[config.mk]
export PLATFORM = sky130hd
export DESIGN_NAME = wdog_keyed
export DESIGN_NICKNAME = d
export VERILOG_FILES = /design/src/rtl/wdog_pkg.sv /design/src/rtl/wdog_key_seq.sv /design/src/rtl/wdog_cycle_ctr.sv /design/src/rtl/wdog_pulse_gen.sv /design/src/rtl/wdog_keyed.sv
export SDC_FILE = /design/constraint.sdc
export NUM_CORES = 1
export LEC_CHECK = 0
export BUFFER_PORTS_ARGS = -buffer_cell sky130_fd_sc_hd__buf_2
export CAP_MARGIN = 30
export CORE_ASPECT_RATIO = 0.7
export CORE_MARGIN = 10
export CORE_UTILIZATION = 35
export DETAILED_ROUTE_END_ITERATION = 7
export PLACE_DENSITY = 0.63
export SLEW_MARGIN = 15
export SYNTH_ARGS = -nofsm -noshare
export SYNTH_HDL_FRONTEND = slang
export SYNTH_SLANG_ARGS = --single-unit
[constraint.sdc]
create_clock -name clk -period 1.75 [get_ports clk]
set_input_delay 0.35 -clock clk [delete_from_list [all_inputs] [get_ports clk]]
set_output_delay 0.35 -clock clk [all_outputs]
set_load 0.02 [all_outputs]
[src/rtl/wdog_pkg.sv]
package wdog_pkg;
    typedef enum logic {
        CLK_MODE_12 = 1'b0,
        CLK_MODE_6  = 1'b1
    } clk_mode_e;

    localparam logic [7:0] SVC_ADDR_DEF  = 8'hA6;
    localparam logic [7:0] KEY_FIRST_DEF = 8'h1E;
    localparam logic [7:0] KEY_LAST_DEF  = 8'hE1;
endpackage

[src/rtl/wdog_key_seq.sv]
module wdog_key_seq #(
    parameter int ADDR_W = 8,
    parameter int DATA_W = 8,
    parameter logic [ADDR_W-1:0] SVC_ADDR  = 8'hA6,
    parameter logic [DATA_W-1:0] KEY_FIRST = 8'h1E,
    parameter logic [DATA_W-1:0] KEY_LAST  = 8'hE1
) (
    input  logic              clk,
    input  logic              rst_n,
    input  logic              block,
    input  logic              wr_en,
    input  logic [ADDR_W-1:0] wr_addr,
    input  logic [DATA_W-1:0] wr_data,
    output logic              key_ok
);
    typedef struct packed {
        logic pend;
    } key_st_t;

    key_st_t s_d, s_q;
    logic    hit;

    always_comb begin
        s_d    = s_q;
        key_ok = 1'b0;
        hit    = wr_en && (wr_addr == SVC_ADDR);
        if (block) begin
            s_d.pend = 1'b0;
        end else if (hit) begin
            if (s_q.pend && (wr_data == KEY_LAST)) begin
                key_ok   = 1'b1;
                s_d.pend = 1'b0;
            end else begin
                s_d.pend = (wr_data == KEY_FIRST);
            end
        end
    end

    always_ff @(posedge clk or negedge rst_n) begin
        if (!rst_n) s_q <= '0;
        else        s_q <= s_d;
    end
endmodule

[src/rtl/wdog_cycle_ctr.sv]
module wdog_cycle_ctr #(
    parameter int CNT_W = 14
) (
    input  logic clk,
    input  logic rst_n,
    input  logic kill,
    input  logic key_ok,
    input  logic tick,
    output logic armed,
    output logic ovf
);
    localparam logic [CNT_W-1:0] CNT_MAX = {CNT_W{1'b1}};

    typedef struct packed {
        logic             armed;
        logic [CNT_W-1:0] cnt;
    } ctr_st_t;

    ctr_st_t s_d, s_q;

    always_comb begin
        s_d = s_q;
        ovf = s_q.armed && (s_q.cnt == CNT_MAX);
        if (kill || ovf) begin
            s_d = '0;
        end else if (key_ok) begin
            s_d.armed = 1'b1;
            s_d.cnt   = '0;
        end else if (s_q.armed && tick) begin
            s_d.cnt = s_q.cnt + 1'b1;
        end
    end

    assign armed = s_q.armed;

    always_ff @(posedge clk or negedge rst_n) begin
        if (!rst_n) s_q <= '0;
        else        s_q <= s_d;
    end
endmodule

[src/rtl/wdog_pulse_gen.sv]
module wdog_pulse_gen #(
    parameter int LEN_FAST = 98,
    parameter int LEN_SLOW = 196
) (
    input  logic clk,
    input  logic rst_n,
    input  logic start,
    input  logic fast_mode,
    output logic busy
);
    localparam int LEN_MAX = (LEN_FAST > LEN_SLOW) ? LEN_FAST : LEN_SLOW;
    localparam int LW      = $clog2(LEN_MAX + 1);

    typedef struct packed {
        logic          busy;
        logic [LW-1:0] rem;
    } pls_st_t;

    pls_st_t s_d, s_q;

    always_comb begin
        s_d = s_q;
        if (s_q.busy) begin
            if (s_q.rem == '0) s_d.busy = 1'b0;
            else               s_d.rem  = s_q.rem - 1'b1;
        end else if (start) begin
            s_d.busy = 1'b1;
            s_d.rem  = fast_mode ? LW'(LEN_FAST - 1) : LW'(LEN_SLOW - 1);
        end
    end

    assign busy = s_q.busy;

    always_ff @(posedge clk or negedge rst_n) begin
        if (!rst_n) s_q <= '0;
        else        s_q <= s_d;
    end
endmodule

[src/rtl/wdog_keyed.sv]
module wdog_keyed
    import wdog_pkg::*;
#(
    parameter int ADDR_W   = 8,
    parameter int DATA_W   = 8,
    parameter int CNT_W    = 14,
    parameter int LEN_FAST = 98,
    parameter int LEN_SLOW = 196,
    parameter logic [ADDR_W-1:0] SVC_ADDR  = SVC_ADDR_DEF,
    parameter logic [DATA_W-1:0] KEY_FIRST = KEY_FIRST_DEF,
    parameter logic [DATA_W-1:0] KEY_LAST  = KEY_LAST_DEF
) (
    input  logic              clk,
    input  logic              rst_n,
    input  logic              mc_tick,
    input  logic              wr_en,
    input  logic [ADDR_W-1:0] wr_addr,
    input  logic [DATA_W-1:0] wr_data,
    input  logic              mode6,
    output logic              rst_pulse,
    output logic              armed
);
    logic      key_ok;
    logic      ovf;
    logic      busy;
    clk_mode_e mode;

    assign mode = clk_mode_e'(mode6);

    wdog_key_seq #(
        .ADDR_W(ADDR_W), .DATA_W(DATA_W), .SVC_ADDR(SVC_ADDR),
        .KEY_FIRST(KEY_FIRST), .KEY_LAST(KEY_LAST)
    ) u_key (
        .clk(clk), .rst_n(rst_n), .block(busy), .wr_en(wr_en),
        .wr_addr(wr_addr), .wr_data(wr_data), .key_ok(key_ok)
    );

    wdog_cycle_ctr #(.CNT_W(CNT_W)) u_ctr (
        .clk(clk), .rst_n(rst_n), .kill(busy), .key_ok(key_ok),
        .tick(mc_tick), .armed(armed), .ovf(ovf)
    );

    wdog_pulse_gen #(.LEN_FAST(LEN_FAST), .LEN_SLOW(LEN_SLOW)) u_pls (
        .clk(clk), .rst_n(rst_n), .start(ovf),
        .fast_mode(mode == CLK_MODE_6), .busy(busy)
    );

    assign rst_pulse = busy;
endmodule

==> results of run 1 <==
## flip-flops by register name (all words and copies together) (netlist names)
signal	count
u_pls.s_q	8
u_pls.busy	1
u_ctr.armed	1
u_ctr.s_q	14
u_key.s_q	1
## layout make-up
| type | instances | area, µm² |
|---|---|---|
| tap | 52 | 65.06 |
| sequential | 25 | 626.9 |
| multi-input combinational | 117 | 817.0 |
| inverter | 4 | 15.01 |
| clock buffer | 4 | 45.04 |
| fill | 363 | 2039 |
| timing repair buffer | 46 | 290.3 |
## metal layers
layer / global-route usage / vias to the layer above
li1: - / 646
met1: 0.1461 / 641
met2: 0.1754 / 40
met3: 0.03083 / 2
met4: 0.04078 / 0
met5: 0 / -
## cells by family after synthesis
logic type | synth area share
multiplexers | 0.02486
AO/OA/AOI/OAI | 0.1137
AND/OR/NAND/NOR | 0.3011
adder cells (fa/ha/maj) | 0.02665
buffers and inverters | 0.02132
flip-flops | 0.4440
XOR/XNOR | 0.06838
## report_power, final
| part | internal (mW) | switching [mW] | leakage [nW] |
|---|---|---|---|
| Sequential | 0.578 | 0.000749 | 0.335 |
| Combinational | 0.0239 | 0.0248 | 0.493 |
| Clock | 0.163 | 0.183 | 0.0228 |
## stage by stage
stage	setup TNS (ps)	setup WS (ps)
2_1_floorplan	-24.50	-24.50
3_3_place_gp	0	2.047
4_1_cts	0	5.809
6_report	-14.98	-14.98
5_1_grt	-166.0	-65.11
3_5_place_dp	-1445	-137.8
## worst reg2reg max path: stages, from the launching register on
cell     delay, ps
dfrtp_1        410
inv_2           90
ha_4           120
or3b_4         390
o21a_1         210
mux2_4         300
a21o_1         150
## layout by cell type (no fill, tap or decap), drive strengths merged, types with 2 or more instances in the layout
cell	count
buf	46
o21ai	5
xor2	7
ha	3
nand3	7
o211ai	3
mux2i	2
xnor2	4
nand2	11
nor2	19
a21oi	5
a21o	3
or4	5
and4	3
nand4b	2
nand4	7
o22ai	3
nor3b	2
o31ai	2
inv	4
dfrtp	25
clkbuf	4
nor4	3
nor3	5
or3	4
## worst paths after layout
path | end | slack (ps) | depth (start not counted)
setup / recovery | u_pls.s_q[4] | -10 | 6
hold / removal | u_pls.s_q[0] | 70 | 1
setup reg to reg | u_pls.s_q[4] | -10 | 6
hold reg to reg | u_pls.s_q[7] | 520 | 1
max in group asynchronous | u_pls.busy | 1270 | 1
min in group clk | u_pls.s_q[1] | 430 | 3
## what timing repair did
item,in CTS,in global routing
endpoints found under the setup margin,15,13
hold buffers,0,0
gates cloned,1,0
buffers inserted,1,2
pin swaps,2,2
resized for setup,2,6
==> impl_metrics.yaml, run 1 <==
pwr:
  finalPower_mw: 0.9732
  peakVddDrop_uv: 301.3
  p_per_area_nw_per_um2: 523.4
  power.leakage_nw: 0.8508
clock_network:
  h-tree-depth: 1
  root_buffer: "clkbuf_8"
  clockBufferDepth: 2
  clock_latency_ps: 270
  cts_buffers: 3
  clkTransAtPathRegs_ps: 90
  cts_tree: "yes"
  clock_sinks: 25
synthesis:
  syn_nets: 172
  yosys-top-cells-area: "dfrtp_1 44%, nor2_1 5.1%, xor2_1 4.4%"
  avgSynthCellArea_um2: 9.519
  yosys.area.top_type_share: 0.4440
  seq_area_frac_synth: 0.4440
  ys_types: 41
  syn_area_um2: 1409
  yosys_warnings: 0
  postSynthCellCount: 148
  ys.flop_type: "dfrtp_1"
  synthTopCellsByCount: "25 x dfrtp_1, 19 x nor2_1, 11 x nand2_1"
  async_flop_share: 1.000
  synth_seq_cells: 25
  synth-edff-count: 0
  synth_largest_area_cell: "dfrtp_1"
  yosysMostFrequentCell: "dfrtp_1"
setup_path:
  r2r_start: "u_pls.s_q[0]"
  critPathTopFamily: "flip-flops"
  crit_fanout: 4
  slowest_delay_ps: 410
  cp.arrival_ps: 1940
  cp_slowest_cell: "dfrtp_1"
  startpoint: "u_pls.s_q[0]"
  crit_required_ps: 1920
  path_cells: "inv_2 > ha_4 > or3b_4 > o21a_1 > mux2_4 > a21o_1"
  critPathBufInv: 1
  worst-setup-path-type: "reg -> reg"
  critPathCaptureType: "flop"
  cp-start-kind: "flop"
cells_and_area:
  fin_nets: 221
  finalInstanceArea_um2: 1859
  finish.utilization: 0.4769
  diodes: 0
  fin_cells: 248
  drive_gt1_frac: 0.3367
  layout-area-overhead-vs-synth_pct: 31.97
timing:
  tightest_slew_ps: 578.2
  holdWs_ps: 67.58
  hold_violations: 0
  setup_slack_ps: -14.98
  slew_viol_final: 0
  fin_crit_ps: 1765
  relSlewSlack: 0.6145
  setup_viol: 1
  period_share: 1.009
  finalClockSkew_ps: 6.482
  rsz0062_at_grt: "true"
  fmax_ghz: 0.5666
hold_path:
  hp-class: "in -> async"
global_routing:
  overflow: 0
  antenna_found_initial: 0
  grt_pass1_vias: 1390
  grt_max_degree: 26
  grt_pass1_wl_mm: 6.486
  grt_use_total: 0.1130
routing:
  dr.pass1.iters: 4
  highest_layer: "met4"
  wl_met1_mm: 1.770
  drt_iter0_drc: 128
  vias: 1329
  drc: 0
  viasPerCell: 5.359
  wl_per_cell_um: 15.31
  wl_met3_um: 211
  final_antenna_net_count: 0
  drt-total-wl_mm: 3.797
  dr_wl_met2_mm: 1.786
die:
  core_region_area_um2: 3899
  die_h_um: 73.08
  die_area_um2: 7003
  start_util: 0.3614
  io_pins: 23
  fp-row-count: 19
  fp.dieW_um: 95.83
place:
  place_congestion: 0.8473
  dpl.hpwl_mm: 2.797
  dp.cells: 240
  post_dp_cell_area_um2: 1743
  numPortBuffers: 22
run:
  drv_cap: 0
status:
  violations: "negative setup slack"
  outcome: "finished with violations"
Note: power is estimated with default switching activity, not from simulation.
==> run 2, diff against run 1 <==
--- a/config.mk
+++ b/config.mk
@@ -5,13 +5,13 @@
 export SDC_FILE = /design/constraint.sdc
 export NUM_CORES = 1
 export LEC_CHECK = 0
-export BUFFER_PORTS_ARGS = -buffer_cell sky130_fd_sc_hd__buf_2
 export CAP_MARGIN = 30
 export CORE_ASPECT_RATIO = 0.7
 export CORE_MARGIN = 10
 export CORE_UTILIZATION = 35
 export DETAILED_ROUTE_END_ITERATION = 7
-export PLACE_DENSITY = 0.63
+export DONT_BUFFER_PORTS = 1
+export PLACE_DENSITY = 0.58
 export SLEW_MARGIN = 15
 export SYNTH_ARGS = -nofsm -noshare
 export SYNTH_HDL_FRONTEND = slang
==> constraint.sdc (replaced) <==
create_clock -name clk -period 1.5 [get_ports clk]
set_input_delay 0.3 -clock clk [delete_from_list [all_inputs] [get_ports clk]]
set_output_delay 0.3 -clock clk [all_outputs]
set_load 0.02 [all_outputs]
==> impl_metrics.yaml, run 2 (synthesized netlist as in run 1, its figures left out) <==
status:
  outcome: "finished with violations"
  violations: "negative setup slack"
setup_path:
  startpoint: "u_pls.s_q[5]"
  worst-setup-path-type: "reg -> reg"
  ff2ff_path_depth: 4
  rrSetupSlack_ps: -250
  critPathCaptureType: "flop"
  setup.worst_path.end: "u_pls.s_q[4]"
  r2r-end: "u_pls.s_q[4]"
  crit_required_ps: 1670
  cp-start-kind: "flop"
  cp.arrival_ps: 1920
  r2r_start: "u_pls.s_q[5]"
  crit_fanout: 3
routing:
  vias: 1405
  drc: 0
  dr.pass1.iters: 4
  viasPerCell: 5.531
  final_antenna_net_count: 0
  wl_per_cell_um: 16.60
  drt-total-wl_mm: 4.216
  drt_iter0_drc: 69
die:
  io_pins: 23
  die_h_um: 73.08
  start_util: 0.3614
  core_region_area_um2: 3899
  die_area_um2: 7003
  fp-row-count: 19
  fp.dieW_um: 95.83
clock_network:
  cts_buffers: 3
  clock_latency_ps: 270
  cts_tree: "yes"
  clock_sinks: 25
  h-tree-depth: 1
  root_buffer: "clkbuf_8"
  clkTransAtPathRegs_ps: 90
  clockBufferDepth: 2
global_routing:
  overflow: 0
  grt_pass1_wl_mm: 6.872
  grt_max_degree: 26
  grt_pass1_vias: 1409
  antenna_found_initial: 0
  grt_use_total: 0.1241
run:
  drv_cap: 0
cells_and_area:
  final_common_cell: "buf_4"
  finish.utilization: 0.5311
  fin_cells: 254
  layout_common_cells: "46 x buf_4, 23 x dfrtp_1, 17 x nor2_1, 10 x nand2_1"
  largest_reg_flops: 14
  regMostFlops: "u_ctr.s_q"
  fin_nets: 227
  drive_gt1_frac: 0.4109
  diodes: 0
  layout-area-overhead-vs-synth_pct: 46.98
  reg_top3: "u_ctr.s_q: 14 flops, u_pls.s_q: 8 flops"
  finalInstanceArea_um2: 2071
pwr:
  power.leakage_nw: 0.9104
  p_comb_frac: 0.035
  p_per_area_nw_per_um2: 540.7
  p_clk_frac: 0.361
  internal_power_mw: 0.8832
  seq_power_share: 0.604
  peakVddDrop_uv: 237.5
  switchingPower_mw: 0.2365
  swShare: 0.2112
timing:
  tightest_slew_ps: 399.7
  relSlewSlack: 0.7311
  setup_viol: 23
  fmax_ghz: 0.5727
  hold_violations: 0
  slew_viol_final: 0
  finalClockSkew_ps: 12.07
  period_share: 1.164
  fin_crit_ps: 1746
  setup_slack_ps: -246.1
  rsz0062_at_grt: "true"
place:
  place_congestion: 0.8641
  dp.cells: 240
  numPortBuffers: 0
  post_dp_cell_area_um2: 1817
  dpl.hpwl_mm: 3.047
hold_path:
  hp-class: "in -> reg"
[run 2: cell count changes in the layout (fill, tap and decap cells not counted), sizes merged]
cell	previous run	this run
dlygate4sd3	0	1
buf	46	51
[run 2: power by group through the flow]
stage                     combinational (mW)  clock, mW  sequential [mW]
after detailed placement              0.0169          0            0.689
after global placement                0.0163          0            0.689
after global routing                  0.0441      0.456            0.676
after floorplan                       0.0110          0            0.689
after CTS                             0.0405      0.419            0.676
final                                 0.0392      0.405            0.676
[run 2: routing by layer]
| metal | GRT usage | share of wire |
|---|---|---|
| met1 | 0.1585 | 0.44 |
| met2 | 0.2046 | 0.47 |
| met3 | 0.03597 | 0.081 |
| met4 | 0.02121 | 0.0057 |
| met5 | 0 | 0 |
[run 2: area by class of cell]
cell class / count / area [µm²]
flip-flops and latches: 25 / 628.1
multi-input cells: 117 / 897.1
fillers: 341 / 1828
clock buffers: 4 / 45.04
well taps: 52 / 65.06
repair buffers: 52 / 420.4
inverters: 4 / 15.01
[run 2: what timing repair did]
action	4_1_cts	5_1_grt
setup endpoints to repair	23	24
gates resized for setup	14	10
hold endpoints to repair	25	0
hold buffers	2	0
buffers inserted	4	3
gates cloned	1	0
pin swaps	8	4
[run 2: how the worst min path moves through the flow]
| stage | start | cells past startpoint | endpoint |
|---|---|---|---|
| 2_1_floorplan | rst_n | 0 | u_ctr.armed |
| 3_3_place_gp | rst_n | 0 | u_ctr.s_q[10] |
| 3_5_place_dp | rst_n | 0 | u_ctr.s_q[10] |
| 4_1_cts | mode6 | 2 | u_pls.s_q[1] |
| 5_1_grt | mode6 | 2 | u_pls.s_q[1] |
| 6_report | mode6 | 2 | u_pls.s_q[7] |
[run 2: worst max-delay path, cell delays in order (launching register included)]
cell and delay (ps):
dfrtp_1 410, or4_4 550, o21a_1 230, mux2_4 300
a21o_1 160
[run 2: per-stage QoR]
stage | hold slack [ps] | TNS (ps) | power (mW) | setup WS (ps)
after floorplan | 4.409 | -853.2 | 0.7001 | -274.3
after global placement | 5.475 | -1918 | 0.7052 | -210.6
after detailed placement | 5.392 | -2998 | 0.7061 | -260.1
after CTS | 266.1 | -2237 | 1.135 | -254.0
after global routing | 260.6 | -4588 | 1.176 | -325.0
final | 268.3 | -2850 | 1.120 | -246.1
==> run 3, diff against run 2 <==
--- a/config.mk
+++ b/config.mk
@@ -5,8 +5,7 @@
 export SDC_FILE = /design/constraint.sdc
 export NUM_CORES = 1
 export LEC_CHECK = 0
-export CAP_MARGIN = 30
-export CORE_ASPECT_RATIO = 0.7
+export ABC_AREA = 1
 export CORE_MARGIN = 10
 export CORE_UTILIZATION = 35
 export DETAILED_ROUTE_END_ITERATION = 7
==> impl_metrics.yaml, run 3 <==
hold_path:
  holdPathStages: 4
  hp-class: "in -> reg"
  hp-start: "mode6"
  min_to: "u_pls.s_q[5]"
synthesis:
  yosys.area.top_type_share: 0.4052
  seq_area_frac_synth: 0.4052
  syn_nets: 229
  syn_area_um2: 1544
  postSynthCellCount: 205
  synthTopCellsByCount: "42 x nand2_1, 39 x nor2_1, 28 x inv_1"
  avgSynthCellArea_um2: 7.532
  synth-edff-count: 0
  synth_seq_cells: 25
  ys.flop_type: "dfrtp_1"
  yosys-top-cells-area: "dfrtp_1 41%, nand2_1 10%, nor2_1 9.5%"
  ys_types: 25
  synth_largest_area_cell: "dfrtp_1"
  yosysMostFrequentCell: "nand2_1"
  yosys_warnings: 0
  async_flop_share: 1.000
clock_network:
  post-cts-setup-buffers: 0
  root_buffer: "clkbuf_8"
  clkTransAtPathRegs_ps: 90
  clock_sinks: 25
  cts_buffers: 3
  clock_latency_ps: 270
  clockBufferDepth: 2
  h-tree-depth: 1
  cts_tree: "yes"
run:
  drv_cap: 0
routing:
  drt-total-wl_mm: 3.306
  wl_per_cell_um: 12.24
  drc: 0
  viasPerCell: 4.670
  drt_iter0_drc: 56
  vias: 1261
  final_antenna_net_count: 0
  dr.pass1.iters: 4
global_routing:
  grt_pass1_vias: 1368
  grt_max_degree: 26
  overflow: 0
  grt_pass1_wl_mm: 5.823
  antenna_found_initial: 0
  grt_use_total: 0.09263
die:
  die_area_um2: 7468
  fp.dieW_um: 86.42
  die_h_um: 86.42
  fp-row-count: 24
  io_pins: 23
  start_util: 0.3571
  core_region_area_um2: 4324
pwr:
  peakVddDrop_uv: 447.1
  p_per_area_nw_per_um2: 883.3
  power.leakage_nw: 0.8757
  finalPower_mw: 1.568
timing:
  fin_crit_ps: 1421
  finalClockSkew_ps: 8.690
  rsz0062_at_grt: "true"
  relSlewSlack: 0.7816
  slew_viol_final: 0
  fmax_ghz: 0.7036
  setup_slack_ps: 78.69
  period_share: 0.9475
  tightest_slew_ps: 325.1
  hold_violations: 0
  setup_viol: 0
setup_path:
  critPathTopFamily: "simple AND/OR/NAND/NOR gates"
  cp.arrival_ps: 1580
  cp_slowest_cell: "dfrtp_1"
  critPathCaptureType: "flop"
  crit_required_ps: 1660
  cp-start-kind: "flop"
  r2r-end: "u_ctr.s_q[7]"
  worst-setup-path-type: "reg -> reg"
  crit_fanout: 7
  ff2ff_path_depth: 8
  path_cells: "ha_2 > inv_2 > nor2_2 > nand2_2 > nor2_4 > nand3_4 > nand3_4 > nor2_1"
  critPathBufInv: 1
  rrSetupSlack_ps: 80
  r2r_start: "u_ctr.s_q[1]"
  slowest_delay_ps: 390
  cpMostUsedCell: "nand3_4"
cells_and_area:
  reg_top3: "u_ctr.s_q: 14 flops, u_pls.s_q: 8 flops"
  largest_reg_flops: 14
  finish.utilization: 0.4106
  fin_nets: 243
  layout_common_cells: "42 x nand2_1, 37 x nor2_1, 27 x inv_1, 25 x dfrtp_1, 19 x nand3_1"
  drive_gt1_frac: 0.1468
  ff_latch_area_um2: 625.6
  multiInputGateArea_um2: 852.1
  diodes: 0
  finalInstanceArea_um2: 1775
  regMostFlops: "u_ctr.s_q"
  final_common_cell: "nand2_1"
  fillCellCount: 439
  layout-area-overhead-vs-synth_pct: 14.99
place:
  numPortBuffers: 0
  post_dp_cell_area_um2: 1642
  place_congestion: 0.8565
  dpl.hpwl_mm: 2.416
  dp_slack_ps: 69.31
status:
  outcome: "finished, final reports clean"
-- run 3: changes by cell type after synthesis, sizes merged, moves of 4 or more --
cell,change
nand3,+14
nor2,+25
inv,+24
or3,-4
or4,-5
nand2,+37
-- run 3: how the worst max path moves through the flow --
stage	from	to	slack [ps]	cells past startpoint
after floorplan	u_ctr.s_q[0]	u_ctr.s_q[9]	150	9
after global placement	u_ctr.s_q[0]	u_ctr.s_q[7]	110	8
after detailed placement	u_ctr.s_q[0]	u_ctr.s_q[7]	70	8
after CTS	u_ctr.s_q[0]	u_ctr.s_q[7]	50	8
after global routing	u_ctr.s_q[0]	u_ctr.s_q[6]	-20	8
final	u_ctr.s_q[1]	u_ctr.s_q[7]	80	8
-- run 3: per-layer routing --
| metal | routed length, µm | track usage |
|---|---|---|
| met1 | 1715 | 0.1208 |
| met2 | 1465 | 0.1456 |
| met3 | 126 | 0.01970 |
| met4 | 0 | 0.03535 |
| met5 | 0 | 0 |
-- run 3: cell type report --
| class | instances | area share |
|---|---|---|
| Clock buffer | 4 | 0.02537 |
| Inverter | 28 | 0.05920 |
| Multi-Input combinational cell | 152 | 0.4799 |
| Sequential cell | 25 | 0.3524 |
| Tap cell | 52 | 0.03665 |
| Timing Repair Buffer | 9 | 0.04651 |
-- run 3: cell families after synthesis --
family,after synthesis,share of synthesized area
AO/OA/AOI/OAI,11,0.04051
buffers and inverters,29,0.08104
AND/OR/NAND/NOR,124,0.3752
flip-flops,25,0.4052
adder cells (fa/ha/maj),3,0.02431
XOR/XNOR,13,0.07374
-- run 3: timing repair --
| item | in CTS | in global routing |
|---|---|---|
| resized for setup | 0 | 11 |
| hold endpoints to repair | 25 | 0 |
| endpoints found under the setup margin | 0 | 21 |
| hold buffers | 2 | 0 |
-- run 3: worst min-delay path: cells and delay by family --
family	cells	cell delay, ps
simple gates	4	210
-- run 3: through the flow --
stage               setup TNS, ps  instances  hold WS, ps
global route               -178.2        270        317.3
floorplan                       0        205        4.409
CTS                             0        269        280.2
global placement                0        263        5.299
finish                          0        270        272.1
detailed placement              0        263        5.318
-- run 3: where the power goes --
group          internal (mW)  total (mW)  switching [mW]
Clock                  0.190       0.411           0.221
Sequential             0.756       0.853          0.0966
Combinational          0.147       0.305           0.157
Total                   1.09        1.57           0.475
